### src/rtl/dsc_regport_pkg.sv
package dsc_regport_pkg;
    localparam int NCH    = 2;
    localparam int NREG   = 16;
    localparam int PTR_W  = $clog2(NREG);
    localparam int DW     = 8;

    localparam int WR_RXCFG = 3;
    localparam int WR_FMT   = 4;
    localparam int WR_MCTL  = 9;
    localparam int WR_CKSRC = 11;
    localparam int WR_TCLO  = 12;
    localparam int WR_TCHI  = 13;
    localparam int WR_AUX   = 14;
    localparam int WR_XEN   = 15;
    localparam int RR_STAT  = 0;
    localparam int RR_SPEC  = 1;

    typedef struct packed {
        logic [PTR_W-1:0]         ptr;
        logic [NREG-1:0][DW-1:0]  wr;
        logic [NREG-1:0][DW-1:0]  rr;
        logic [DW-1:0]            rxbuf;
    } chan_state_t;

    typedef struct packed {
        logic [DW-1:0]  rdata;
        logic [NCH-1:0] tx_load;
        logic [DW-1:0]  tx_byte;
    } port_state_t;

    function automatic chan_state_t chan_reset_value();
        chan_state_t s;
        s = '0;
        s.wr[WR_FMT]   = 8'h04;
        s.wr[WR_MCTL]  = 8'hC0;
        s.wr[WR_CKSRC] = 8'h08;
        s.wr[WR_AUX]   = 8'h30;
        s.wr[WR_XEN]   = 8'hF8;
        s.rr[RR_STAT]  = 8'h44;
        s.rr[RR_SPEC]  = 8'h07;
        return s;
    endfunction
endpackage

### src/rtl/dsc_addr_map.sv
module dsc_addr_map (
    input  logic       swap_map,
    input  logic [1:0] addr,
    output logic       is_data,
    output logic       chan
);
    always_comb begin
        if (swap_map) begin
            is_data = addr[1];
            chan    = addr[0];
        end else begin
            is_data = addr[0];
            chan    = addr[1];
        end
    end
endmodule

### src/rtl/dsc_rate.sv
module dsc_rate #(
    parameter int CLK_HZ = 3686400,
    parameter int RATE_W = 24
) (
    input  logic [15:0]       tconst,
    input  logic [1:0]        mult_sel,
    output logic [RATE_W-1:0] rate
);
    localparam logic [31:0] CLK_C = 32'(CLK_HZ);

    logic [31:0] base;
    logic [31:0] scaled;

    always_comb begin
        base = CLK_C / ({16'b0, tconst} + 32'd2);
        case (mult_sel)
            2'b00:   scaled = base;
            2'b01:   scaled = base >> 4;
            2'b10:   scaled = base >> 5;
            default: scaled = base >> 6;
        endcase
        rate = scaled[RATE_W-1:0];
    end
endmodule

### src/rtl/dsc_chan.sv
module dsc_chan
    import dsc_regport_pkg::*;
(
    input  logic          clk,
    input  logic          rst,
    input  logic          soft_rst,
    input  logic          ctl_wr,
    input  logic          ctl_rd,
    input  logic          dat_wr,
    input  logic          dat_rd,
    input  logic [DW-1:0] wdata,
    input  logic          rx_push,
    input  logic [DW-1:0] rx_byte,
    output logic [DW-1:0] rd_ctl,
    output logic [DW-1:0] rd_dat,
    output logic [1:0]    rst_code,
    output logic [15:0]   tconst,
    output logic [1:0]    mult_sel
);
    chan_state_t st_d, st_q;
    logic        mctl_hit;

    assign mctl_hit = ctl_wr && (st_q.ptr == PTR_W'(WR_MCTL)) && (wdata[7:6] != 2'b00);
    assign rst_code = mctl_hit ? wdata[7:6] : 2'b00;

    always_comb begin
        st_d = st_q;
        if (soft_rst) begin
            st_d = chan_reset_value();
        end else begin
            if (ctl_wr) begin
                if (st_q.ptr == '0) begin
                    st_d.ptr = {1'b0, wdata[2:0]};
                    if (wdata[5:3] == 3'b001) st_d.ptr[PTR_W-1] = 1'b1;
                end else begin
                    st_d.ptr = '0;
                    if (!mctl_hit) begin
                        st_d.wr[st_q.ptr] = wdata;
                        if (st_q.ptr == PTR_W'(WR_TCLO) || st_q.ptr == PTR_W'(WR_TCHI))
                            st_d.rr[st_q.ptr] = wdata;
                    end
                end
            end else if (ctl_rd) begin
                st_d.ptr = '0;
            end
            if (dat_wr) begin
                st_d.rr[RR_STAT][2] = 1'b1;
                st_d.rr[RR_SPEC][0] = 1'b1;
            end else if (dat_rd) begin
                st_d.rr[RR_STAT][0] = 1'b0;
            end
            if (rx_push && st_q.wr[WR_RXCFG][0] && !st_q.rr[RR_STAT][0]) begin
                st_d.rxbuf          = rx_byte;
                st_d.rr[RR_STAT][0] = 1'b1;
            end
        end
    end

    always_ff @(posedge clk) begin
        if (rst) st_q <= chan_reset_value();
        else     st_q <= st_d;
    end

    assign rd_ctl   = st_q.rr[st_q.ptr];
    assign rd_dat   = st_q.rxbuf;
    assign tconst   = {st_q.wr[WR_TCHI], st_q.wr[WR_TCLO]};
    assign mult_sel = st_q.wr[WR_FMT][7:6];

    // a control read alone leaves the pointer at zero
    a_r3_ptr_clear: assert property (@(posedge clk) disable iff (rst)
        (ctl_rd && !ctl_wr) |=> (st_q.ptr == '0));

    // time-constant bytes are mirrored to the read side
    a_r5_tc_mirror: assert property (@(posedge clk) disable iff (rst)
        (ctl_wr && !soft_rst && st_q.ptr == PTR_W'(WR_TCLO)) |=> (st_q.rr[WR_TCLO] == $past(wdata)));

    // a channel reset restores the status and pointer
    a_r4_soft_reset: assert property (@(posedge clk) disable iff (rst)
        soft_rst |=> (st_q.ptr == '0 && st_q.rr[RR_STAT] == 8'h44 && st_q.wr[WR_XEN] == 8'hF8));

    // a data write leaves transmit-empty set
    a_r9_tx_empty: assert property (@(posedge clk) disable iff (rst)
        (dat_wr && !soft_rst) |=> st_q.rr[RR_STAT][2]);

    // with reception disabled the available flag cannot rise
    a_r10_rx_gate: assert property (@(posedge clk) disable iff (rst)
        (!st_q.rr[RR_STAT][0] && !st_q.wr[WR_RXCFG][0]) |=> !st_q.rr[RR_STAT][0]);
endmodule

### src/rtl/dsc_regport.sv
module dsc_regport
    import dsc_regport_pkg::*;
#(
    parameter int CLK_HZ = 3686400,
    parameter int RATE_W = 24
) (
    input  logic                  clk,
    input  logic                  rst,
    input  logic                  swap_map,
    input  logic [1:0]            bus_addr,
    input  logic                  bus_rd,
    input  logic                  bus_wr,
    input  logic [7:0]            bus_wdata,
    output logic [7:0]            bus_rdata,
    input  logic [1:0]            rx_push,
    input  logic [15:0]           rx_byte,
    output logic [1:0]            tx_load,
    output logic [7:0]            tx_byte,
    output logic [2*RATE_W-1:0]   bit_rate
);
    logic                   is_data;
    logic                   sel_chan;
    logic [NCH-1:0][DW-1:0] rd_ctl;
    logic [NCH-1:0][DW-1:0] rd_dat;
    logic [NCH-1:0][1:0]    rst_code;
    logic [NCH-1:0]         soft_rst;
    logic [NCH-1:0]         dat_wr_v;
    port_state_t            ps_d, ps_q;

    dsc_addr_map u_map (
        .swap_map (swap_map),
        .addr     (bus_addr),
        .is_data  (is_data),
        .chan     (sel_chan)
    );

    // reset code bit i clears channel i (index 0 = B, index 1 = A)
    assign soft_rst = rst_code[0] | rst_code[1];

    for (genvar i = 0; i < NCH; i++) begin : g_ch
        logic        hit;
        logic [15:0] tc;
        logic [1:0]  ms;

        assign hit         = (sel_chan == 1'(i));
        assign dat_wr_v[i] = bus_wr && hit && is_data;

        dsc_chan u_chan (
            .clk      (clk),
            .rst      (rst),
            .soft_rst (soft_rst[i]),
            .ctl_wr   (bus_wr && hit && !is_data),
            .ctl_rd   (bus_rd && !bus_wr && hit && !is_data),
            .dat_wr   (dat_wr_v[i]),
            .dat_rd   (bus_rd && !bus_wr && hit && is_data),
            .wdata    (bus_wdata),
            .rx_push  (rx_push[i]),
            .rx_byte  (rx_byte[i*DW +: DW]),
            .rd_ctl   (rd_ctl[i]),
            .rd_dat   (rd_dat[i]),
            .rst_code (rst_code[i]),
            .tconst   (tc),
            .mult_sel (ms)
        );

        dsc_rate #(.CLK_HZ(CLK_HZ), .RATE_W(RATE_W)) u_rate (
            .tconst   (tc),
            .mult_sel (ms),
            .rate     (bit_rate[i*RATE_W +: RATE_W])
        );
    end

    always_comb begin
        ps_d         = ps_q;
        ps_d.tx_load = dat_wr_v;
        if (bus_wr && is_data) ps_d.tx_byte = bus_wdata;
        if (bus_rd && !bus_wr)
            ps_d.rdata = is_data ? rd_dat[sel_chan] : rd_ctl[sel_chan];
    end

    always_ff @(posedge clk) begin
        if (rst) ps_q <= '0;
        else     ps_q <= ps_d;
    end

    assign bus_rdata = ps_q.rdata;
    assign tx_load   = ps_q.tx_load;
    assign tx_byte   = ps_q.tx_byte;

    // transmit pulses are one-hot per write
    a_r9_tx_onehot: assert property (@(posedge clk) disable iff (rst)
        $onehot0(tx_load));
endmodule

### config.mk
export PLATFORM = sky130hd
export DESIGN_NAME = dsc_regport
export DESIGN_NICKNAME = d
export VERILOG_FILES = /design/src/rtl/dsc_regport_pkg.sv /design/src/rtl/dsc_addr_map.sv /design/src/rtl/dsc_rate.sv /design/src/rtl/dsc_chan.sv /design/src/rtl/dsc_regport.sv
export SDC_FILE = /design/constraint.sdc
export NUM_CORES = 2
export LEC_CHECK = 0
export ABC_CLOCK_PERIOD_IN_PS = 124900
export BUFFER_PORTS_ARGS = -buffer_cell sky130_fd_sc_hd__buf_2
export CORE_UTILIZATION = 55
export DETAILED_ROUTE_END_ITERATION = 10
export GPL_ROUTABILITY_DRIVEN = 0
export PLACE_DENSITY = 0.72
export SYNTH_ARGS = -nofsm -noshare
export SYNTH_HDL_FRONTEND = slang
export SYNTH_SLANG_ARGS = --single-unit
### constraint.sdc
create_clock -name clk -period 124.9 [get_ports clk]
set_clock_uncertainty 0.2 [all_clocks]
set_input_delay 6.245 -clock clk [delete_from_list [all_inputs] [get_ports clk]]
set_output_delay 6.245 -clock clk [all_outputs]
set_load 0.05 [all_outputs]
# [Word level (Yosys, flattened, before mapping)]
# Cells that the tools add are included.
[totals] regBits=554 inputBits=33 out_inout_bits=66 elab_cells=192
[op_classes] add_sub_neg=2 div_mod_pow=2 magnitude_cmp=5 n_eq_ne=11 n_mux=44 n_bitwise=6 reduce_logical=45
[ops] operator="bitwise mux 128 bit" n=4
[ops] operator="one-hot mux 24 bit (3 select lines)" n=2
[ops] operator="two-way mux 8 bit" n=9
[ops] operator="binary-select mux 8 bit (select 4 bit)" n=2
[ops] operator="demux 8 bit (select 4 bit)" n=2
[ops] operator="divider 22 x 32 -> 32 bit (first input constant)" n=2
[ops] operator="adder 16 x 2 -> 17 bit (second input constant)" n=2
[ops] operator="equality test 4 bit (second input constant)" n=6
[ops] operator="logical AND 1 bit" n=24
[ops] operator="two-way mux 4 bit" n=6
[ops] operator="two-way mux 9 bit" n=2
[ops] operator="two-way mux 1 bit" n=15
[ops] operator="less-than comparator 4 x 5 -> 1 bit (second input constant)" n=2
[ops] operator=">= comparator 4 x 1 -> 1 bit (second input constant)" n=2
[ops] operator="logical NOT 4 bit" n=2
[ops] operator="AND reduction 4 bit" n=2
[ops] operator="AND reduction 3 bit" n=2
[ops] operator="nonzero test 2 bit" n=3
[ops] operator="OR reduction 3 bit" n=2
[ops] operator="inverter 1 bit" n=5
[ops] operator="equality test 2 x 1 -> 1 bit (second input constant)" n=2
[ops] operator="equality test 2 bit (second input constant)" n=2
[ops] operator="logical NOT 1 bit" n=4
[ops] operator="logical NOT 2 bit" n=2
[ops] operator="other kinds (6)" n=9

# [Depth between registers and ports, before layout]
[depth] ltp_word=12 ltp_mapped=487

# [Cells and area by module]
# Synthesis repeated with hierarchy kept, for this count alone.
[hier_totals] cells_unflattened=8964 area_unflattened_um2=66098.4
[modules_own_cells] mod="dsc_rate" instances=2 cells_each=3908 area_each_um2=26638.0
[modules_own_cells] mod="dsc_chan" instances=2 cells_each=528 area_each_um2=5933.2
[modules_own_cells] mod="dsc_regport" instances=1 cells_each=90 area_each_um2=933.4
[modules_own_cells] mod="dsc_addr_map" instances=1 cells_each=2 area_each_um2=22.5

# [Worst setup path after synthesis]
# Ideal clock, no wire load.
[synth_timing] kind="flip-flop to output port" from="register g_ch[1].u_chan.st_q, in the netlist g_ch[1].u_chan.tconst[1]" to="output port bit_rate[24]" t_arrival_ns=85.391 required_ns=118.455 path_slack_ns=33.064 path_stages_with_launch=463 cell_sequence="dfxtp_1 > ha_1 > and3_1 > buf_2 > and3_2 > mux2_2 > a211o_1 > clkbuf_8 > nor3_1 > and3_1 > ha_1 > nor4b_1 > nor3_1 > o21a_1 > and2_1 > ha_1 > a21oi_1 > and2_2 > (+427 left out) > nand2_1 > o21ai_0 > ha_1 > a21o_1 > a21oi_1 > nor2b_1 > o21ai_0 > nand2b_1 > a21oi_1 > nor2b_1 > o21ai_0 > nand2b_1 > a21oi_1 > o2111ai_1 > a211o_1 > a31o_2 > a31o_2 > o22a_1"
[synth_via] elab_chain_len=3
[synth_lines] item="start: declaration" line="dsc_chan.sv:20" rtl="chan_state_t st_d, st_q;"
[synth_lines] item="start signal: assignment" line="dsc_chan.sv:60" rtl="if (rst) st_q <= chan_reset_value();"
[synth_lines] item="start signal: assignment" line="dsc_chan.sv:61" rtl="else st_q <= st_d;"
[synth_lines] item="adder 16 x 2 -> 17 bit" line="dsc_rate.sv:15" rtl="base = CLK_C / ({16'b0, tconst} + 32'd2);"
[synth_lines] item="divider 22 x 32 -> 32 bit" line="dsc_rate.sv:15"
[synth_lines] item="one-hot mux 24 bit (3 select lines)" line="dsc_rate.sv:16" rtl="case (mult_sel)"
[synth_lines] item="end: declaration" line="dsc_regport.sv:19" rtl="output logic [2*RATE_W-1:0] bit_rate"
# Every way passes these cells.

# [Worst setup path in the final report]
# Same ends and word-level chain as after synthesis.

==> reports/qor.yml <==
ys_types: 175
yosysTopAreaCell: "ha_1"
layout.cells.non_filler: 10200
ys_ff_latch: 336
fmax_mhz: 9.53
endpoint_kind: "output pin"
timing.final.crit_share: 0.840
grt_pass1_wl_um: 321000
vias_per_cell: 6.55
route.detailed.drc: 0
crit_path_top_delay_cell: "o41ai_1"
cts_tree: "built"
crit_type: "reg2out"
ios: 99
cp.required_ns: 118.45
avgSynthCellArea_um2: 7.46
yosys_most_used_dff: "dfxtp_1"
die_x_um: 347
grt_start_max_net_pins: 110
fin_area_mm2: 0.0676
hold_path_depth: 1
synth_edf_count: 0
final_nets: 9437
vias: 66900
fp.coreArea_mm2: 0.118
first_pass_iters: 7
die_area_mm2: 0.120
synth_async_sr_flop_share: 0
diodes: 0
synthTopCellsByArea: "ha_1, dfxtp_1, a21oi_1"
rsz0062_at_grt: "no"
status: "finished clean"
clock-root-buffer: "clkbuf_16"
io_buffers: 98
fin_tns_setup_ns: 0
cap_violations: 0
startpoint_type: "register"
fin_crit_ns: 104.93
clk_latency_ns: 0.55
ys_seq_area_frac: 0.103
holdCritPathClass: "reg2reg"
arrival_ns: 98.49
dp_hpwl_um: 151000
worstRegToRegCells: 6
htree_levels: 1
clkTransAtPathRegs_ns: 0.07
first_iter_violations: 5721
slew_violations: 0
syn_area_mm2: 0.0653
hold_viol_final: 0
fillCellCount: 10900
cts_resized: 0
syn-instance-count: 8757
post-place-cells: 10200
rows: 126
wirelength_um: 200000
synth_most_common_cell: "nor2_1"
area_delta_synth_final_pct: 3.40
worstPathMaxFanout: 44
synth_common_cells: "nor2_1, nand2_1, ha_1"
initial_utilization: 0.554
grt_use_total: 0.316
grt_antenna_before_repair: 4
cts_setup_buffers: 0
finalSetupViolations: 0
holdBufCountCts: 0
overflow: 0
drive_gt1_frac: 0.111
wl_per_cell_um: 19.6
slew_headroom: 0.219
clock-sinks: 336
place_area_mm2: 0.0665
cts_buffer_depth: 3
grt_pass1_vias: 62600
numCtsBuffers: 29
synth_top_area_frac: 0.144
finish.utilization: 0.573
die-height_um: 347
ant_nets: 0
crit_top_cell: "o21ai_0"
worstMarginPinSlew_ns: 1.17
max_stage_delay_ns: 0.96
ys_warn_count: 0
-- cells by family after synthesis --
kind of cell,Yosys count,synth area share
other cells,1,0.0000574
simple gates,3284,0.256
buf+inv,608,0.0503
flops,336,0.103
xor+xnor,521,0.0702
compound gates,2887,0.296
fa+ha+maj,752,0.144
mux,368,0.0809
-- worst max-delay path: cells and delay by family, from the launching register on --
| family | cells | cell delay, ns |
|---|---|---|
| compound gates | 269 | 58.83 |
| simple gates | 112 | 22.24 |
| fa+ha+maj | 31 | 9.92 |
| buf+inv | 15 | 3.47 |
| mux | 9 | 2.59 |
| flops | 1 | 0.65 |
-- layout make-up --
| type | instances | area (um2) | share of cell area |
|---|---|---|---|
| multi-input combinational | 7814 | 55600 | 0.823 |
| clock buffer | 35 | 788 | 0.0117 |
| tap | 1536 | 1920 | 0.0284 |
| inverter | 278 | 1040 | 0.0154 |
| timing repair buffer | 193 | 1200 | 0.0178 |
| clock inverter | 18 | 239 | 0.00354 |
| sequential | 336 | 6740 | 0.0998 |
-- layout by cell type (no fill, tap or decap), types with 49 or more instances in the layout --
master,count
nor4_1,51
or2_2,49
inv_1,273
ha_1,752
and3_1,60
mux2_2,146
nand2_1,817
or3_1,66
xnor2_1,344
nor2b_1,81
a21o_1,290
o21ai_0,581
and2_1,318
nand4_1,96
xor2_1,152
mux4_2,103
nand3_1,195
mux2i_1,100
o21a_1,211
nor2_1,827
buf_4,95
dfxtp_1,326
a21oi_1,732
nand2b_1,184
a31oi_1,88
o31ai_1,183
nor3_1,223
buf_2,98
a21boi_0,62
o211ai_1,76
a211oi_1,70
-- layer usage --
layer  wire length [um]  up-vias  global-route usage
met1              87200    31400               0.413
met3              12700      537              0.0272
met5                 27        -                   0
met2              92100     2536               0.541
li1                   -    32400                   -
met4               7830        4               0.113
-- flip-flops by register name (all words and copies together) (netlist names) --
signal / flops
g_ch.u_chan.st_q: 266
g_ch.u_chan.tconst: 32
g_ch.u_chan.rd_dat: 16
bus_rdata: 8
tx_byte: 8
g_ch.u_chan.mult_sel: 4
tx_load: 2
-- per-stage QoR --
step	worst slack [ns]	hold WS, ns
finish	19.97	0.241
detailed placement	22.96	0.222
global placement	25.69	0.217
CTS	22.07	0.242
global route	11.96	0.258
floorplan	33.06	0.205
-- worst paths after layout --
path	startpoint	end	slack (ns)
setup reg to reg	g_ch[1].u_chan.st_q[265]	bus_rdata[4]	121.72
hold / removal	g_ch[0].u_chan.st_q[17]	g_ch[0].u_chan.st_q[17]	0.24
hold reg to reg	g_ch[0].u_chan.st_q[17]	g_ch[0].u_chan.st_q[17]	0.24
setup / recovery	g_ch[1].u_chan.tconst[1]	bit_rate[24]	19.97
Power is left out: the tool's default activity adds up to more than one toggle a clock period on the data nets, which glitch-free logic cannot reach.
